<file path="config.mk">
export PLATFORM = sky130hd
export DESIGN_NAME = flash_erase_seq
export DESIGN_NICKNAME = d
export VERILOG_FILES = /design/src/rtl/fes_pkg.sv /design/src/rtl/fes_tick_timer.sv /design/src/rtl/fes_blank_scan.sv /design/src/rtl/flash_erase_seq.sv
export SDC_FILE = /design/constraint.sdc
export NUM_CORES = 1
export LEC_CHECK = 0
export BUFFER_PORTS_ARGS = -buffer_cell sky130_fd_sc_hd__buf_2
export CORE_UTILIZATION = 25
export DETAILED_ROUTE_END_ITERATION = 6
export PLACE_DENSITY = 0.51
export SLEW_MARGIN = 25
export SYNTH_ARGS = -nofsm -noshare
export SYNTH_HDL_FRONTEND = slang
export SYNTH_SLANG_ARGS = --single-unit
</file>
<file path="constraint.sdc">
create_clock -name clk -period 2 [get_ports clk]
set_input_delay 0.1 -clock clk [delete_from_list [all_inputs] [get_ports clk]]
set_output_delay 0.1 -clock clk [all_outputs]
set_load 0.01 [all_outputs]
</file>
<file path="src/rtl/fes_pkg.sv">
package fes_pkg;

    typedef enum logic [1:0] {
        RES_OK         = 2'd0,
        RES_ERASE_ERR  = 2'd1,
        RES_TIMEOUT    = 2'd2,
        RES_BLANK_FAIL = 2'd3
    } fes_result_e;

    typedef enum logic [3:0] {
        ST_IDLE, ST_RD_CMN, ST_GATE_CLR, ST_WR_CLR,
        ST_RD_TGT, ST_GATE_ERA, ST_WR_ERA, ST_WR_CONF,
        ST_WAIT, ST_POLL, ST_GATE_RDM, ST_WR_RDM,
        ST_GATE_ACK, ST_WR_ACK, ST_SETTLE, ST_SCAN
    } fes_state_e;

    typedef enum logic [1:0] {
        ADR_COMMON, ADR_TARGET, ADR_SCAN
    } fes_addr_sel_e;

    typedef struct packed {
        logic          rd;
        logic          wr;
        logic [7:0]    wdata;
        fes_addr_sel_e sel;
    } fes_bus_op_t;

    localparam logic [7:0] CMD_CLR_STAT = 8'h50;
    localparam logic [7:0] CMD_ERASE    = 8'h20;
    localparam logic [7:0] CMD_CONFIRM  = 8'h D0;
    localparam logic [7:0] CMD_READ     = 8'hFF;
    localparam int STAT_READY_BIT = 7;
    localparam int STAT_ERR_BIT   = 5;

    function automatic fes_bus_op_t fes_bus_op(fes_state_e s);
        fes_bus_op_t op;
        op = '{rd: 1'b0, wr: 1'b0, wdata: 8'h00, sel: ADR_COMMON};
        case (s)
            ST_RD_CMN:  op.rd = 1'b1;
            ST_WR_CLR:  begin op.wr = 1'b1; op.wdata = CMD_CLR_STAT; end
            ST_RD_TGT:  begin op.rd = 1'b1; op.sel = ADR_TARGET; end
            ST_WR_ERA:  begin op.wr = 1'b1; op.wdata = CMD_ERASE;   op.sel = ADR_TARGET; end
            ST_WR_CONF: begin op.wr = 1'b1; op.wdata = CMD_CONFIRM; op.sel = ADR_TARGET; end
            ST_POLL:    begin op.rd = 1'b1; op.sel = ADR_TARGET; end
            ST_WR_RDM:  begin op.wr = 1'b1; op.wdata = CMD_READ;    op.sel = ADR_TARGET; end
            ST_WR_ACK:  begin op.wr = 1'b1; op.wdata = CMD_CLR_STAT; end
            ST_SCAN:    begin op.rd = 1'b1; op.sel = ADR_SCAN; end
            default:    ;
        endcase
        return op;
    endfunction

    function automatic logic fes_is_gate(fes_state_e s);
        return (s == ST_GATE_CLR) || (s == ST_GATE_ERA) ||
               (s == ST_GATE_RDM) || (s == ST_GATE_ACK);
    endfunction

endpackage

</file>
<file path="src/rtl/fes_tick_timer.sv">
module fes_tick_timer #(
    parameter int INT_W = 4,
    parameter int EL_W  = 14,
    parameter int LIMIT = 10000
) (
    input  logic             clk,
    input  logic             rst,
    input  logic             tick,
    input  logic             int_en,
    input  logic [INT_W-1:0] int_target,
    input  logic             el_clr,
    input  logic             el_en,
    output logic             int_hit,
    output logic             lim_hit
);
    logic [INT_W-1:0] int_cnt;
    logic [EL_W-1:0]  el_cnt;

    assign int_hit = int_en && tick && (int_cnt == int_target - INT_W'(1));
    assign lim_hit = (el_cnt >= EL_W'(LIMIT));

    always_ff @(posedge clk) begin
        if (rst || !int_en) begin
            int_cnt <= '0;
        end else if (tick) begin
            int_cnt <= int_hit ? '0 : int_cnt + INT_W'(1);
        end
    end

    always_ff @(posedge clk) begin
        if (rst || el_clr) begin
            el_cnt <= '0;
        end else if (el_en && tick && !lim_hit) begin
            el_cnt <= el_cnt + EL_W'(1);
        end
    end
endmodule

</file>
<file path="src/rtl/fes_blank_scan.sv">
module fes_blank_scan #(
    parameter int IDX_W = 14
) (
    input  logic             clk,
    input  logic             rst,
    input  logic             clr,
    input  logic             step,
    input  logic [31:0]      rdata,
    output logic [IDX_W-1:0] idx,
    output logic             last,
    output logic             blank
);
    always_ff @(posedge clk) begin
        if (rst || clr) begin
            idx <= '0;
        end else if (step) begin
            idx <= idx + IDX_W'(1);
        end
    end

    assign last  = (idx == {IDX_W{1'b1}});
    assign blank = (rdata == 32'hFFFF_FFFF);
endmodule

</file>
<file path="src/rtl/flash_erase_seq.sv">
module flash_erase_seq
    import fes_pkg::*;
#(
    parameter int ADDR_W    = 22,
    parameter int BLK_LOG2  = 16,
    parameter int POLL_MS   = 10,
    parameter int SETTLE_MS = 10,
    parameter int LIMIT_MS  = 10000
) (
    input  logic                       clk,
    input  logic                       rst,
    input  logic                       start,
    input  logic [ADDR_W-BLK_LOG2-1:0] blk_num,
    input  logic                       ms_tick,
    output logic                       busy,
    output logic                       done,
    output logic [1:0]                 result,
    output logic [BLK_LOG2-3:0]        fail_word,
    output logic                       wgate,
    output logic                       bus_rd,
    output logic                       bus_wr,
    output logic [ADDR_W-1:0]          bus_addr,
    output logic [7:0]                 bus_wdata,
    input  logic [31:0]                bus_rdata
);
    localparam int BLK_W  = ADDR_W - BLK_LOG2;
    localparam int IDX_W  = BLK_LOG2 - 2;
    localparam int TMAX   = (POLL_MS > SETTLE_MS) ? POLL_MS : SETTLE_MS;
    localparam int TCNT_W = $clog2(TMAX + 1);
    localparam int EL_W   = $clog2(LIMIT_MS + 1);
    localparam logic [BLK_LOG2-1:0] MID_OFS = {1'b1, {(BLK_LOG2-1){1'b0}}};

    fes_state_e   state_q, state_d;
    logic [BLK_W-1:0] blk_q;
    logic [7:0]   stat_q;
    logic         tmo_q;
    logic         done_q;
    fes_result_e  res_q;
    logic [IDX_W-1:0] fail_q;
    logic         fin;
    fes_result_e  fin_code;
    fes_bus_op_t  op;

    logic             int_hit, lim_hit, int_en, el_en, el_clr;
    logic [TCNT_W-1:0] int_target;
    logic [IDX_W-1:0] scan_idx;
    logic             scan_last, scan_blank, scan_step;

    assign int_en     = (state_q == ST_WAIT) || (state_q == ST_POLL) || (state_q == ST_SETTLE);
    assign int_target = (state_q == ST_SETTLE) ? TCNT_W'(SETTLE_MS) : TCNT_W'(POLL_MS);
    assign el_clr     = (state_q == ST_WR_CONF);
    assign el_en      = (state_q == ST_WAIT) || (state_q == ST_POLL);

    fes_tick_timer #(.INT_W(TCNT_W), .EL_W(EL_W), .LIMIT(LIMIT_MS)) u_timer (
        .clk(clk), .rst(rst), .tick(ms_tick),
        .int_en(int_en), .int_target(int_target),
        .el_clr(el_clr), .el_en(el_en),
        .int_hit(int_hit), .lim_hit(lim_hit)
    );

    assign scan_step = (state_q == ST_SCAN) && scan_blank && !scan_last;

    fes_blank_scan #(.IDX_W(IDX_W)) u_scan (
        .clk(clk), .rst(rst), .clr(state_q == ST_IDLE), .step(scan_step),
        .rdata(bus_rdata), .idx(scan_idx), .last(scan_last), .blank(scan_blank)
    );

    // Bus drive decoded from the current state
    always_comb begin
        op        = fes_bus_op(state_q);
        bus_rd    = op.rd;
        bus_wr    = op.wr;
        bus_wdata = op.wdata;
        case (op.sel)
            ADR_TARGET: bus_addr = {blk_q, MID_OFS};
            ADR_SCAN:   bus_addr = {blk_q, scan_idx, 2'b00};
            default:    bus_addr = {{BLK_W{1'b0}}, MID_OFS};
        endcase
    end

    assign wgate     = fes_is_gate(state_q);
    assign busy      = (state_q != ST_IDLE);
    assign done      = done_q;
    assign result    = res_q;
    assign fail_word = fail_q;

    always_comb begin
        state_d  = state_q;
        fin      = 1'b0;
        fin_code = RES_OK;
        case (state_q)
            ST_IDLE:     if (start) state_d = ST_RD_CMN;
            ST_RD_CMN:   state_d = ST_GATE_CLR;
            ST_GATE_CLR: state_d = ST_WR_CLR;
            ST_WR_CLR:   state_d = ST_RD_TGT;
            ST_RD_TGT:   state_d = ST_GATE_ERA;
            ST_GATE_ERA: state_d = ST_WR_ERA;
            ST_WR_ERA:   state_d = ST_WR_CONF;
            ST_WR_CONF:  state_d = ST_WAIT;
            ST_WAIT:     if (int_hit) state_d = ST_POLL;
            ST_POLL: begin
                if (bus_rdata[STAT_READY_BIT] || lim_hit) state_d = ST_GATE_RDM;
                else                                     state_d = ST_WAIT;
            end
            ST_GATE_RDM: state_d = ST_WR_RDM;
            ST_WR_RDM: begin
                if (tmo_q) begin
                    fin = 1'b1; fin_code = RES_TIMEOUT;
                end else if (stat_q[STAT_ERR_BIT]) begin
                    state_d = ST_GATE_ACK;
                end else begin
                    state_d = ST_SETTLE;
                end
            end
            ST_GATE_ACK: state_d = ST_WR_ACK;
            ST_WR_ACK:   begin fin = 1'b1; fin_code = RES_ERASE_ERR; end
            ST_SETTLE:   if (int_hit) state_d = ST_SCAN;
            ST_SCAN: begin
                if (!scan_blank)    begin fin = 1'b1; fin_code = RES_BLANK_FAIL; end
                else if (scan_last) begin fin = 1'b1; fin_code = RES_OK; end
            end
            default:     state_d = ST_IDLE;
        endcase
        if (fin) state_d = ST_IDLE;
    end

    always_ff @(posedge clk) begin
        if (rst) begin
            state_q <= ST_IDLE;
            blk_q   <= '0;
            stat_q  <= '0;
            tmo_q   <= 1'b0;
            done_q  <= 1'b0;
            res_q   <= RES_OK;
            fail_q  <= '0;
        end else begin
            state_q <= state_d;
            done_q  <= fin;
            if (state_q == ST_IDLE && start) begin
                blk_q  <= blk_num;
                tmo_q  <= 1'b0;
                stat_q <= '0;
                fail_q <= '0;
            end
            if (state_q == ST_POLL) begin
                if (bus_rdata[STAT_READY_BIT]) stat_q <= bus_rdata[7:0];
                else if (lim_hit)              tmo_q  <= 1'b1;
            end
            if (fin) begin
                res_q <= fin_code;
                if (fin_code == RES_BLANK_FAIL) fail_q <= scan_idx;
            end
        end
    end

    // a write only follows a gate pulse or another write
    p_gate_write_r4: assert property (@(posedge clk) disable iff (rst)
        bus_wr |-> ($past(wgate) || $past(bus_wr)));

    // done lasts one cycle and accompanies the fall of busy
    p_done_pulse_r12: assert property (@(posedge clk) disable iff (rst)
        done |=> !done);
    p_busy_done_r12: assert property (@(posedge clk) disable iff (rst)
        $fell(busy) |-> done);

    // a non-blank scan word ends the run with the blank-fail code
    p_scan_fail_r10: assert property (@(posedge clk) disable iff (rst)
        (bus_rd && state_q == ST_SCAN && bus_rdata != 32'hFFFF_FFFF)
            |=> (done && result == 2'd3));

    // a not-ready poll at the limit leads to the timeout code
    p_timeout_code_r6: assert property (@(posedge clk) disable iff (rst)
        (state_q == ST_POLL && !bus_rdata[STAT_READY_BIT] && lim_hit)
            |=> ##2 (done && result == 2'd2));

    // reads and writes never share a cycle
    p_bus_excl_r9: assert property (@(posedge clk) disable iff (rst)
        !(bus_rd && bus_wr));
endmodule

</file>
==> key figures <==
Global route
  – Largest net degree at the start of global routing: 18
  – Vias in the first global route: 3078
  – Global route total overflow: 0
  – GRT Util Overall: 14.5%
  – Antenna violations before repair: 0
  – First-pass GRT wire length: 14800 um

Worst hold path
  – Hold Path Class: input port to register

Die
  – Cell row count: 40
  – Core ar.: 12200 um^2
  – Chip Width: 114 um
  – Die ar.: 13000 um^2
  – Initial core utilization: 25.9%
  – I/O pins: 93
  – Die H: 114 um

Synthesis
  – Area contributors post-synth: dfxtp_1 39%, nand2_1 6.4%, nor2_1 5.6%, a21oi_1 5.1%, xnor2_1 5.0%
  – Unique masters post-synth: 46
  – Area share of the largest cell type after synthesis: 38.8%
  – Netlist Area Pre-Place: 3150 um^2
  – Biggest area consumer among synthesized cells: dfxtp_1
  – Post-Synthesis Cells: 407
  – Top_reg_cell synth: dfxtp_1
  – Yosys warns: 0
  – Register bit total from synthesis: 61
  – Mean Syn Cell Area: 7.73 um^2
  – Synth cell count leaders: 61 x dfxtp_1, 54 x nand2_1, 47 x nor2_1, 32 x a21oi_1, 31 x nand3_1
  – Count leader, synth: dfxtp_1
  – EDFF count, synth: 0
  – Post-synthesis sequential area ratio: 38.8%
  – Async SR Flop Fraction: 0%

STA
  – Post-Route Setup TNS: 0 ns
  – Worst Skew: 0.00851 ns
  – Hold slack final: 0.0151 ns
  – Final Cycle Share: 95.7%
  – Final Setup Violations: 0
  – Crit path time final: 1.91 ns
  – Final hold violation count: 0
  – Final slew viol count: 0
  – FMAX: 0.523 GHz

Final layout
  – Fillers: 1272
  – Area grow syn2layout: 38.0%
  – Layout cells sized above 1: 30.9%
  – Diode count: 0
  – Post-layout nets: 568
  – Post-Layout Cell Count: 692

Clock network
  – Clk_lat worst skew: 0.33 ns
  – Clk slew on worst S/H paths: 0.05 ns
  – Max clock buf depth: 2
  – Clock Sink Count: 61
  – CTS Buf Count: 9
  – H-tree depth: 3
  – CTS tree: yes
  – Root Buffer: clkbuf_16

Placed design
  – DP Wirelength: 6610 um
  – Placer congestion estimate: 0.784
  – Count of buffers from port buffering: 90
  – Placed insts: 667

Detailed routing
  – WL/cell: 12.9 um
  – Detailed Routing Iterations Pass 1: 4
  – DR DRC count: 0
  – Final WL: 8930 um
  – Routed via count: 3233
  – DR iter-0 viols: 106
  – Vias per Instance: 4.67
  – Detail Route Antenna Nets: 0

Job
  – Max-cap violation count: 0

Setup path
  – Critical Path Source Type: register
  – Worst Path Arrival: 1.81 ns
  – Worst path required time: 1.90 ns
  – Element type at the critical path end: output pin
  – CP Class: register to output pin
  – Worst Path Max Fanout: 6

Run status
  – Status: finished clean

Pwr
  – Peak supply drop: 0.000343 V
  – Leak Pwr: 1.76 nW
  – Power Density: 686 nW/um^2
==> layout by cell type, fill, tap and decap left out, types with 3 or more instances in the layout <==
cell type / n
nand4_1: 17
buf_6: 4
a21oi_1: 32
and2_1: 18
xor2_1: 6
buf_4: 32
nand2b_1: 3
ha_1: 5
inv_1: 12
nor3_1: 9
nor4_1: 8
nor4_2: 4
clkinv_2: 3
clkbuf_16: 9
a211o_1: 3
or3_1: 3
mux2i_1: 4
nand2_1: 53
nor2_1: 45
xnor2_1: 18
buf_2: 89
o21ai_0: 8
nand3_1: 31
dfxtp_1: 59
and4_1: 3
==> metrics by stage <==
step                      setup WS (ns)  instance area, um^2  util (%)  total power [mW]
after floorplan                   0.224                 3150         -              1.43
after global placement          -0.0489                 3890      32.0              1.55
after detailed placement        -0.0656                 3890      32.0              1.56
after CTS                       0.00299                 4240      34.9              3.00
after global routing            -0.0162                 4340      35.7              3.11
final                            0.0869                 4340      35.7              2.98
==> critical path, stage by stage (launching register included) <==
cell	delay [ns]
dfxtp_1	0.35
inv_2	0.09
nand2_2	0.09
a21boi_4	0.22
inv_1	0.10
ha_4	0.18
nor2_4	0.12
nor2_4	0.06
and2_1	0.15
buf_2	0.13
==> metal layers <==
metal | share of wire (%) | track usage [%] | wire length, um
met1 | 47 | 18.4 | 4160
met2 | 47 | 23.5 | 4210
met3 | 4.3 | 3.97 | 384
met4 | 1.9 | 5.45 | 174
met5 | 0 | 0 | 0
==> what timing repair did <==
item                                    4_1_cts  5_1_grt
pin swaps                                     2        6
setup buffers                                 4        3
gates resized for setup                       8       18
hold endpoints to repair                      2        0
hold buffers                                  2        0
endpoints found under the setup margin       20       24
==> sequential cells by signal, indices dropped and copies added (netlist names) <==
register,flops
fail_word,14
u_scan.idx,14
u_timer.el_cnt,14
blk_q,6
state_q,4
u_timer.int_cnt,4
result,2
done,1
stat_q,1
tmo_q,1
==> layout make-up <==
type	count	area, um^2	area share (%)
clock buffer	10	239	5.50
tap	168	210	4.84
inverter	14	52.6	1.21
timing repair buffer	127	751	17.3
sequential	61	1230	28.2
multi-input combinational	306	1830	42.0
clock inverter	6	38.8	0.893
==> power by group <==
group / switching (mW) / total, mW / leakage, nW / internal, mW
clock network: 0.564 / 1.43 / 0.134 / 0.865
registers: 0.0143 / 1.25 / 0.493 / 1.23
logic: 0.180 / 0.303 / 1.13 / 0.123
==> path summary, 6_finish.rpt <==
kind	start	to	slack, ns	cells after the start
max	state_q[1]	bus_addr[20]	0.09	9
min	blk_num[4]	blk_q[4]	0.02	3
max reg2reg	u_scan.idx[1]	u_scan.idx[10]	0.10	9
min reg2reg	blk_q[2]	blk_q[2]	0.45	2
==> kinds of logic (layout without fill, tap and decap cells) <==
logic type,after synthesis,in the layout,share of synthesized area (%)
buffers and inverters,41,157,5.77
AND/OR/NAND/NOR,210,210,33.3
other,1,2,0.119
AO/OA/AOI/OAI,59,59,11.3
adder cells (fa/ha/maj),7,7,2.78
flip-flops,61,61,38.8
multiplexers,4,4,1.27
XOR/XNOR,24,24,6.68
Note: power is estimated with default switching activity, not from simulation.
